[config.mk]
export PLATFORM = sky130hd
export DESIGN_NAME = rx_frame_tracker
export DESIGN_NICKNAME = d
export VERILOG_FILES = /design/src/rtl/rx_ft_pkg.sv /design/src/rtl/rx_region_decode.sv /design/src/rtl/rx_frame_fsm.sv /design/src/rtl/rx_beat_fifo.sv /design/src/rtl/rx_hold_ctrl.sv /design/src/rtl/rx_frame_tracker.sv
export SDC_FILE = /design/constraint.sdc
export NUM_CORES = 1
export LEC_CHECK = 0
export ABC_CLOCK_PERIOD_IN_PS = 38200
export BUFFER_PORTS_ARGS = -buffer_cell sky130_fd_sc_hd__buf_2
export CORE_AREA = 4 4 322 324
export DETAILED_ROUTE_END_ITERATION = 6
export DIE_AREA = 0 0 326 328
export HOLD_SLACK_MARGIN = 0.15
export SYNTH_ARGS = -nofsm -noshare
export SYNTH_HDL_FRONTEND = slang
export SYNTH_HIERARCHICAL = 1
export SYNTH_SLANG_ARGS = --single-unit
[constraint.sdc]
create_clock -name clk -period 38.2 [get_ports clk]
set_input_delay 11.46 -clock clk [delete_from_list [all_inputs] [get_ports clk]]
set_output_delay 11.46 -clock clk [all_outputs]
set_load 0.005 [all_outputs]
[src/rtl/rx_ft_pkg.sv]
package rx_ft_pkg;

    localparam int WORD_W   = 64;
    localparam int REGION_W = 8;
    localparam int WIN_N    = 7;
    localparam int TAG_W    = 3;
    localparam logic [TAG_W-1:0] TAG_BAD = 3'd7;

    typedef enum logic [1:0] {
        TRK_IDLE = 2'd0,
        TRK_WAIT = 2'd1,
        TRK_DATA = 2'd2,
        TRK_TAIL = 2'd3
    } trk_state_e;

    typedef struct packed {
        logic [WORD_W-1:0] data;
        logic [TAG_W-1:0]  tag;
        logic              start;
        logic              last;
        logic              hdr;
    } beat_t;

endpackage

[src/rtl/rx_region_decode.sv]
module rx_region_decode
    import rx_ft_pkg::*;
(
    input  logic [REGION_W-1:0] region_i,
    output logic [TAG_W-1:0]    tag_o,
    output logic                bad_o
);

    logic [TAG_W-1:0] idx;
    logic [TAG_W:0]   ones;

    always_comb begin
        idx  = '0;
        ones = '0;
        for (int i = 0; i < WIN_N; i++) begin
            if (region_i[i]) begin
                idx  = TAG_W'(i);
                ones = ones + 1'b1;
            end
        end
    end

    // reserved top bit or a non-one-hot window field marks the request bad
    assign bad_o = (ones != 1) || region_i[REGION_W-1];
    assign tag_o = bad_o ? TAG_BAD : idx;

endmodule

[src/rtl/rx_frame_fsm.sv]
module rx_frame_fsm
    import rx_ft_pkg::*;
#(
    parameter int PAYLOAD_BIT = 62
) (
    input  logic              clk,
    input  logic              rst,
    input  logic              req_i,
    input  logic [WORD_W-1:0] desc_i,
    input  logic [TAG_W-1:0]  tag_i,
    input  logic              bad_i,
    input  logic              frame_i,
    input  logic              valid_i,
    input  logic [WORD_W-1:0] data_i,
    output logic              wr_o,
    output beat_t             wr_beat_o,
    output logic              err_o
);

    typedef struct packed {
        trk_state_e       st;
        logic [TAG_W-1:0] tag;
        logic             first;
        logic             err;
    } fsm_s;

    fsm_s  trk_d, trk_q;
    logic  wr_d;
    beat_t beat_d;

    always_comb begin
        trk_d  = trk_q;
        wr_d   = 1'b0;
        beat_d = '0;
        unique case (trk_q.st)
            TRK_IDLE: begin
                if (req_i) begin
                    trk_d.err = trk_q.err | bad_i;
                    trk_d.tag = tag_i;
                    if (!desc_i[PAYLOAD_BIT]) begin
                        wr_d         = 1'b1;
                        beat_d.data  = desc_i;
                        beat_d.tag   = tag_i;
                        beat_d.start = 1'b1;
                        beat_d.last  = 1'b1;
                        beat_d.hdr   = 1'b1;
                    end else begin
                        trk_d.first = 1'b1;
                        trk_d.st    = frame_i ? TRK_DATA : TRK_WAIT;
                    end
                end
            end
            TRK_WAIT: begin
                if (frame_i) begin
                    trk_d.st = TRK_DATA;
                end
            end
            TRK_DATA: begin
                if (valid_i) begin
                    wr_d         = 1'b1;
                    beat_d.data  = data_i;
                    beat_d.tag   = trk_q.tag;
                    beat_d.start = trk_q.first;
                    trk_d.first  = 1'b0;
                end
                if (!frame_i) begin
                    trk_d.st = TRK_TAIL;
                end
            end
            TRK_TAIL: begin
                if (valid_i) begin
                    wr_d         = 1'b1;
                    beat_d.data  = data_i;
                    beat_d.tag   = trk_q.tag;
                    beat_d.start = trk_q.first;
                    beat_d.last  = 1'b1;
                    trk_d.first  = 1'b0;
                    trk_d.st     = TRK_IDLE;
                end
            end
            default: trk_d.st = TRK_IDLE;
        endcase
    end

    always_ff @(posedge clk) begin
        if (rst) begin
            trk_q <= '{st: TRK_IDLE, tag: '0, first: 1'b0, err: 1'b0};
        end else begin
            trk_q <= trk_d;
        end
    end

    assign wr_o      = wr_d;
    assign wr_beat_o = beat_d;
    assign err_o     = trk_q.err;

endmodule

[src/rtl/rx_beat_fifo.sv]
module rx_beat_fifo
    import rx_ft_pkg::*;
#(
    parameter int DEPTH = 16,
    localparam int PTR_W = (DEPTH > 1) ? $clog2(DEPTH) : 1,
    localparam int CNT_W = $clog2(DEPTH + 1)
) (
    input  logic             clk,
    input  logic             rst,
    input  logic             push_i,
    input  beat_t            push_beat_i,
    input  logic             pop_i,
    output beat_t            head_o,
    output logic             nonempty_o,
    output logic [CNT_W-1:0] fill_o
);

    typedef struct packed {
        logic [PTR_W-1:0] rd;
        logic [PTR_W-1:0] wr;
        logic [CNT_W-1:0] cnt;
    } fifo_s;

    fifo_s fifo_d, fifo_q;
    beat_t mem [DEPTH];
    logic  do_push, do_pop;

    function automatic logic [PTR_W-1:0] bump(input logic [PTR_W-1:0] p);
        return (p == PTR_W'(DEPTH - 1)) ? '0 : p + 1'b1;
    endfunction

    always_comb begin
        fifo_d  = fifo_q;
        do_pop  = pop_i && (fifo_q.cnt != '0);
        do_push = push_i && ((fifo_q.cnt != CNT_W'(DEPTH)) || do_pop);
        if (do_push) fifo_d.wr = bump(fifo_q.wr);
        if (do_pop)  fifo_d.rd = bump(fifo_q.rd);
        case ({do_push, do_pop})
            2'b10:   fifo_d.cnt = fifo_q.cnt + 1'b1;
            2'b01:   fifo_d.cnt = fifo_q.cnt - 1'b1;
            default: fifo_d.cnt = fifo_q.cnt;
        endcase
    end

    always_ff @(posedge clk) begin
        if (rst) begin
            fifo_q <= '0;
        end else begin
            fifo_q <= fifo_d;
        end
    end

    always_ff @(posedge clk) begin
        if (do_push) begin
            mem[fifo_q.wr] <= push_beat_i;
        end
    end

    assign head_o     = mem[fifo_q.rd];
    assign nonempty_o = (fifo_q.cnt != '0);
    assign fill_o     = fifo_q.cnt;

endmodule

[src/rtl/rx_hold_ctrl.sv]
module rx_hold_ctrl #(
    parameter int CNT_W   = 5,
    parameter int HI_MARK = 14,
    parameter int LO_MARK = 8
) (
    input  logic             clk,
    input  logic             rst,
    input  logic [CNT_W-1:0] fill_i,
    output logic             retry_o,
    output logic             mask_o
);

    typedef struct packed {
        logic retry;
        logic mask;
    } hold_s;

    hold_s hold_d, hold_q;

    always_comb begin
        hold_d = hold_q;
        if (fill_i >= CNT_W'(HI_MARK)) begin
            hold_d.retry = 1'b1;
            hold_d.mask  = 1'b1;
        end else if (fill_i <= CNT_W'(LO_MARK)) begin
            hold_d.retry = 1'b0;
            hold_d.mask  = 1'b0;
        end
    end

    always_ff @(posedge clk) begin
        if (rst) begin
            hold_q <= '0;
        end else begin
            hold_q <= hold_d;
        end
    end

    assign retry_o = hold_q.retry;
    assign mask_o  = hold_q.mask;

endmodule

[src/rtl/rx_frame_tracker.sv]
module rx_frame_tracker
    import rx_ft_pkg::*;
#(
    parameter int DEPTH       = 16,
    parameter int HI_MARK     = 14,
    parameter int LO_MARK     = 8,
    parameter int PAYLOAD_BIT = 62,
    localparam int CNT_W = $clog2(DEPTH + 1)
) (
    input  logic                clk,
    input  logic                rst,
    input  logic                req_i,
    input  logic [WORD_W-1:0]   desc_i,
    input  logic [REGION_W-1:0] region_i,
    input  logic                frame_i,
    input  logic                valid_i,
    input  logic [WORD_W-1:0]   data_i,
    input  logic                out_ready_i,
    output logic                out_valid_o,
    output logic [WORD_W-1:0]   out_data_o,
    output logic                out_start_o,
    output logic                out_last_o,
    output logic                out_hdr_o,
    output logic [TAG_W-1:0]    out_region_o,
    output logic                retry_o,
    output logic                mask_o,
    output logic                err_o
);

    logic [TAG_W-1:0] req_tag;
    logic             req_bad;
    logic             wr_en;
    beat_t            wr_beat;
    beat_t            head;
    logic [CNT_W-1:0] fill_cnt;

    rx_region_decode u_dec (
        .region_i (region_i),
        .tag_o    (req_tag),
        .bad_o    (req_bad)
    );

    rx_frame_fsm #(
        .PAYLOAD_BIT (PAYLOAD_BIT)
    ) u_fsm (
        .clk       (clk),
        .rst       (rst),
        .req_i     (req_i),
        .desc_i    (desc_i),
        .tag_i     (req_tag),
        .bad_i     (req_bad),
        .frame_i   (frame_i),
        .valid_i   (valid_i),
        .data_i    (data_i),
        .wr_o      (wr_en),
        .wr_beat_o (wr_beat),
        .err_o     (err_o)
    );

    rx_beat_fifo #(
        .DEPTH (DEPTH)
    ) u_fifo (
        .clk         (clk),
        .rst         (rst),
        .push_i      (wr_en),
        .push_beat_i (wr_beat),
        .pop_i       (out_ready_i),
        .head_o      (head),
        .nonempty_o  (out_valid_o),
        .fill_o      (fill_cnt)
    );

    rx_hold_ctrl #(
        .CNT_W   (CNT_W),
        .HI_MARK (HI_MARK),
        .LO_MARK (LO_MARK)
    ) u_hold (
        .clk     (clk),
        .rst     (rst),
        .fill_i  (fill_cnt),
        .retry_o (retry_o),
        .mask_o  (mask_o)
    );

    assign out_data_o   = head.data;
    assign out_start_o  = head.start;
    assign out_last_o   = head.last;
    assign out_hdr_o    = head.hdr;
    assign out_region_o = head.tag;

endmodule

==> Yosys cells after proc, flatten, opt, wreduce, memory -nomap -nowiden <==
Memories as Yosys holds them, arrays and structs flattened. A register that Yosys moved wholly into a read port is not among the register bits.
Cells that the tools add are included.
{ "word_totals": {"input_bits": 142, "latch_bits": 0, "out_inout_bits": 74, "mem_bits_rw": 1120, "romBits": 0, "word_cells": 95, "mem_count": 1, "reg_bits": 22} }
{ "mem_list": {"columns": ["name", "words", "word_bits", "read_ports", "rd_ports_with_merged_regs", "wr", "line", "rtl"], "rows": [
  ["u_fifo.mem", 16, 70, 1, 1, 1, "rx_beat_fifo.sv:25", "beat_t mem [DEPTH];"]
]} }
{ "op_classes": {"eq_ne": 15, "multipliers": 0, "n_reduce_logical": 13, "add_sub_neg": 10, "bitwise": 1, "n_lt_le_gt_ge": 2, "div_mod_pow": 0, "muxes": 44, "shift": 0} }
{ "ops": {"columns": ["op", "count"], "rows": [
  ["68-bit case mux with 3 select lines", 1],
  ["70-bit two-way mux", 2],
  ["69-bit two-way mux", 1],
  ["68-bit two-way mux", 1],
  ["4-bit two-way mux", 10],
  ["4-bit by 1-bit adder with 4-bit output (second input constant)", 7],
  ["2-bit two-way mux", 9],
  ["3-bit two-way mux", 4],
  ["1-bit two-way mux", 10],
  ["2-bit inequality test (second input constant)", 5],
  ["5-bit case mux with 2 select lines", 1],
  ["4-bit equality test (second input constant)", 2],
  ["2-bit case mux with 4 select lines", 1],
  ["7-bit two-way mux", 1],
  ["2-bit equality test (second input constant)", 3],
  ["1-bit case mux with 2 select lines", 3],
  ["2-bit nonzero test", 3],
  ["5-bit by 1-bit adder with 5-bit output (second input constant)", 1],
  ["5-bit by 4-bit >= comparator with 1-bit output (second input constant)", 1],
  ["5-bit by 4-bit less-or-equal comparator with 1-bit output (second input constant)", 1],
  ["5-bit inequality test (second input constant)", 1],
  ["5-bit AND reduction", 1],
  ["5-bit nonzero test", 1],
  ["5-bit by 1-bit subtractor with 5-bit output (second input constant)", 1],
  ["other kinds (11)", 14]
]} }

==> Logic depth before layout (Yosys ltp) <==
{ "logic_depth": {"depth_word": 19, "depth_mapped": 20, "depth_no_buf": 20} }

==> By module <==
Netlist, hierarchy kept.
{ "by_module_without_submodules": {"columns": ["mod", "seq_area_each_um2", "instances", "cells_each", "area_each_um2"], "rows": [
  ["rx_beat_fifo", 33972.6, 1, 1837, 42793.5],
  ["rx_frame_fsm", 140.1, 1, 213, 1734.2],
  ["rx_region_decode", 0.0, 1, 66, 516.7],
  ["rx_hold_ctrl", 20.0, 1, 7, 63.8]
]} }

==> Worst setup path before layout <==
No wires, ideal clock.
{ "synth_path": {"kind": "input -> register", "from": "input port req_i", "to": "memory u_fifo/mem[1][0] (netlist bit), enable pin", "arrival_time_ps": 19772, "slack_ps": 17733, "path_buffers": 1, "path_stages": 6, "required_time_ps": 37505, "setup_ps": 695, "path_cell_list": "buf_4 > nand2_2 > or2_4 > a21oi_1 > o21ai_4 > nor4b_1"} }
{ "synth_between": {"elab_chain_cells": 5} }
{ "synth_rtl": {"columns": ["item", "line", "rtl"], "rows": [
  ["start: declaration", "rx_frame_tracker.sv:12", "input logic req_i,"],
  ["1-bit two-way mux", "rx_frame_fsm.sv:37", "if (req_i) begin"],
  ["1-bit case mux with 2 select lines", "rx_frame_fsm.sv:35", "unique case (trk_q.st)"],
  ["via wr_en", "rx_frame_tracker.sv:32", "logic wr_en;"],
  ["1-bit logical AND", "rx_beat_fifo.sv:35", "do_push = push_i && ((fifo_q.cnt != CNT_W'(DEPTH)) || do_pop);"],
  ["1-bit two-way mux", "rx_beat_fifo.sv:54", "if (do_push) begin"],
  ["1-bit two-way mux (implied by the code)", "rx_beat_fifo.sv:55", "mem[fifo_q.wr] <= push_beat_i;"],
  ["end: declaration", "rx_beat_fifo.sv:25", null]
]} }
The timed path passes the listed nets, and every way through them passes these cells.

==> flow_metrics.py <==
metrics = {
    "status": {
        "status": "completed",
    },
    "yosys": {
        "syn_nets": 2287,
        "netlist.area_leader.share_pct": 74.6,
        "yosysUniqueCellTypes": 73,
        "synthCells": 2123,
        "muxShareOfSynthArea_pct": 14.1,
        "synth_top_family_by_area": "multiplexers",
        "yosysTopAreaCell": "edfxtp_1",
        "synthXorXnorAreaFrac_pct": 0.308,
        "synthFlopType": "edfxtp_1",
        "yosys.area_share.simple_pct": 2.68,
        "avgSynthCellArea_sq_um": 21.2,
        "synthesis.area_sq_um": 45100,
        "synth_edf_count": 1120,
        "ys_warn_count": 6,
        "async_flop_share_pct": 0,
        "netlist_top_cells_area": "edfxtp_1 (75%), mux4_2 (14%), a22oi_1 (2.7%), a22oi_2 (1.1%), dfxtp_1 (1.1%)",
        "yosys_register_bits": 1145,
        "synth_compound_area_share_pct": 4.98,
        "ys_seq_area_share_pct": 75.7,
        "synth_adder_area_share_pct": 0.627,
    },
    "timing": {
        "period_minus_slack_ps": 15890,
        "skew_ps": 27.5,
        "tns_ps": 0,
        "maxSlewViolCount": 0,
        "slew_headroom_pct": 12.2,
        "post-route-period-util_pct": 41.6,
        "fin_ws_ps": 22310,
        "fin_hold_ws_ps": 455,
        "fmax_ghz": 0.0629,
        "finalHoldViolCount": 0,
        "setup_viol": 0,
        "tightest_slew_ps": 1320,
        "rsz0062_at_grt": "no",
    },
    "clocking": {
        "htreeDepth": 3,
        "clk_pin_slew_ps": 60,
        "cts_setup_buffers": 0,
        "postCtsResizedCells": 0,
        "hold_buffers": 0,
        "cts.sinks": 1145,
        "cts_made_buffers": 114,
        "clk_latency_ps": 670,
        "cts_tree": "built",
        "cts_root_buf": "clkbuf_16",
        "clk_path_buf_depth": 3,
    },
    "finish": {
        "nets": 2525,
        "fillers": 8004,
        "syn_to_final_growth_pct": 13.4,
        "drive_gt1_share_pct": 33.1,
        "multi_input_area_sq_um": 10300,
        "final_cell_mix": "edfxtp_1 (1,120), mux4_2 (280), buf_2 (215)",
        "seq_area_sq_um": 34100,
        "n_antenna_cell": 0,
        "layout.cells.most_common": "edfxtp_1",
    },
    "floorplanning": {
        "dieArea_sq_um": 107000,
        "core-area_sq_um": 101000,
        "start_util_pct": 44.6,
        "num_rows": 117,
        "ios": 216,
        "fp.dieW_um": 326,
        "die_h_um": 328,
    },
    "placed_design": {
        "pre_cts_ws_ps": 22570,
        "dp.final_hpwl_mm": 53.6,
        "io_buffers": 215,
        "gp_congestion": 0.736,
    },
    "routing": {
        "post_drt_via_cell_ratio": 5.81,
        "post-route-drc-count": 0,
        "totalWireLength_mm": 107,
        "drt_iter0_markers": 2054,
        "vias": 22210,
        "first_pass_iters": 5,
        "final_antenna_net_count": 0,
        "detail_route.wl_per_cell_um": 27.9,
    },
    "critical_path": {
        "crit_chain": "buf_4, buf_12, mux4_2, a22oi_1, nand2_1, buf_2",
        "cp.required_ps": 26740,
        "crit_arrival_ps": 4430,
        "path_buf_inv": 3,
        "critPathTopFamily": "buffers and inverters",
        "critPathMaxFanout": 118,
        "end_kind": "output pin",
        "crit_type": "flip-flop to output pin",
        "cpPeakStageDelay_ps": 890,
        "startpoint_type": "flip-flop",
        "critical_path.slowest_cell": "buf_4",
    },
    "global_routing": {
        "gr-total-overflow": 0,
        "antenna_found_initial": 2,
        "grt_pass1_vias": 23388,
        "grt_pass1_wl_mm": 157,
        "track_usage_pct": 20.0,
        "grt_max_degree": 119,
    },
    "hold_path": {
        "hold_path_class": "flip-flop to flip-flop",
    },
    "run": {
        "maxCapViolCount": 0,
    },
    "power": {
        "power.density_nw_per_um2": 63.9,
        "leakage_nw": 16.4,
        "peakVddDrop_v": 0.0000374,
    },
}
[per-layer routing]
metal	part of all wire [%]	GRT usage [%]	wire (um)
met5	0	0	0
met4	2.0	5.07	2180
met3	6.8	3.65	7280
met2	51	33.8	54100
met1	40	27.1	43200
[cells in the mapped netlist (12+ instances only)]
| library cell | count |
|---|---|
| nor2_2 | 40 |
| a21oi_1 | 20 |
| nor2_1 | 38 |
| edfxtp_1 | 1120 |
| nand2_1 | 93 |
| a22oi_1 | 165 |
| mux4_2 | 280 |
| inv_1 | 14 |
| buf_4 | 12 |
| clkbuf_1 | 61 |
| a22oi_2 | 40 |
| dfxtp_1 | 25 |
| ha_1 | 21 |
| buf_2 | 41 |
[tightest hold or removal path: stages, from the launching register on]
cell and delay (ps):
dfxtp_1 310, nand2_1 50, a21oi_1 50
[cell type report]
type	instances	share of cell area, %
well taps	1368	3.35
inverters	16	0.122
flip-flops and latches	1145	66.7
clock inverters	54	0.944
clock buffers	153	5.96
repair buffers	253	2.69
multi-input cells	831	20.2
[logic make-up (layout without fill, tap and decap cells)]
group | after synthesis | in the layout
buffers and inverters | 147 | 476
AOI/OAI and AO/OA | 273 | 273
muxes | 285 | 285
DFF | 1145 | 1145
adders and majority gates | 22 | 22
and+or+nand+nor | 240 | 240
xor gates and xnor gates | 11 | 11
[flip-flops by register name, indices dropped and copies added, names as in the netlist, named ones only]
name,flops
u_fifo/fifo_q,8
u_fifo/fill_o,5
u_fifo/mem,1120
u_fsm/err_o,1
u_fsm/trk_q,6
u_hold/retry_o,1
[stage by stage]
step	power [mW]	utilization [%]	instance area [sq um]	cells
4_1_cts	3.31	50.6	51200	3820
2_1_floorplan	2.04	-	45100	2123
3_5_place_dp	2.25	47.1	47600	3613
3_3_place_gp	2.23	47.1	47600	3613
6_report	3.27	50.6	51200	3820
5_1_grt	3.42	50.6	51200	3820
[report_power, final]
part / total, mW / internal (mW) / switching [mW]
Combinational: 0.688 / 0.301 / 0.387
Clock: 1.06 / 0.611 / 0.450
Sequential: 1.52 / 1.49 / 0.0293
[final timing paths]
kind,from,endpoint,slack [ps],depth (start not counted)
min reg2reg,u_fsm/trk_q[3]$_SDFFE_PP0P_,u_fsm/trk_q[3]$_SDFFE_PP0P_,460,2
max reg2reg,u_fsm/trk_q[5]$_SDFFE_PP0P_,u_fifo/mem[8][48]$_DFFE_PP_,33760,9
max,flip-flop,out_data_o[63],22310,6
min,u_fsm/trk_q[3]$_SDFFE_PP0P_,u_fsm/trk_q[3]$_SDFFE_PP0P_,460,2
Note: power is estimated with default switching activity, not from simulation.
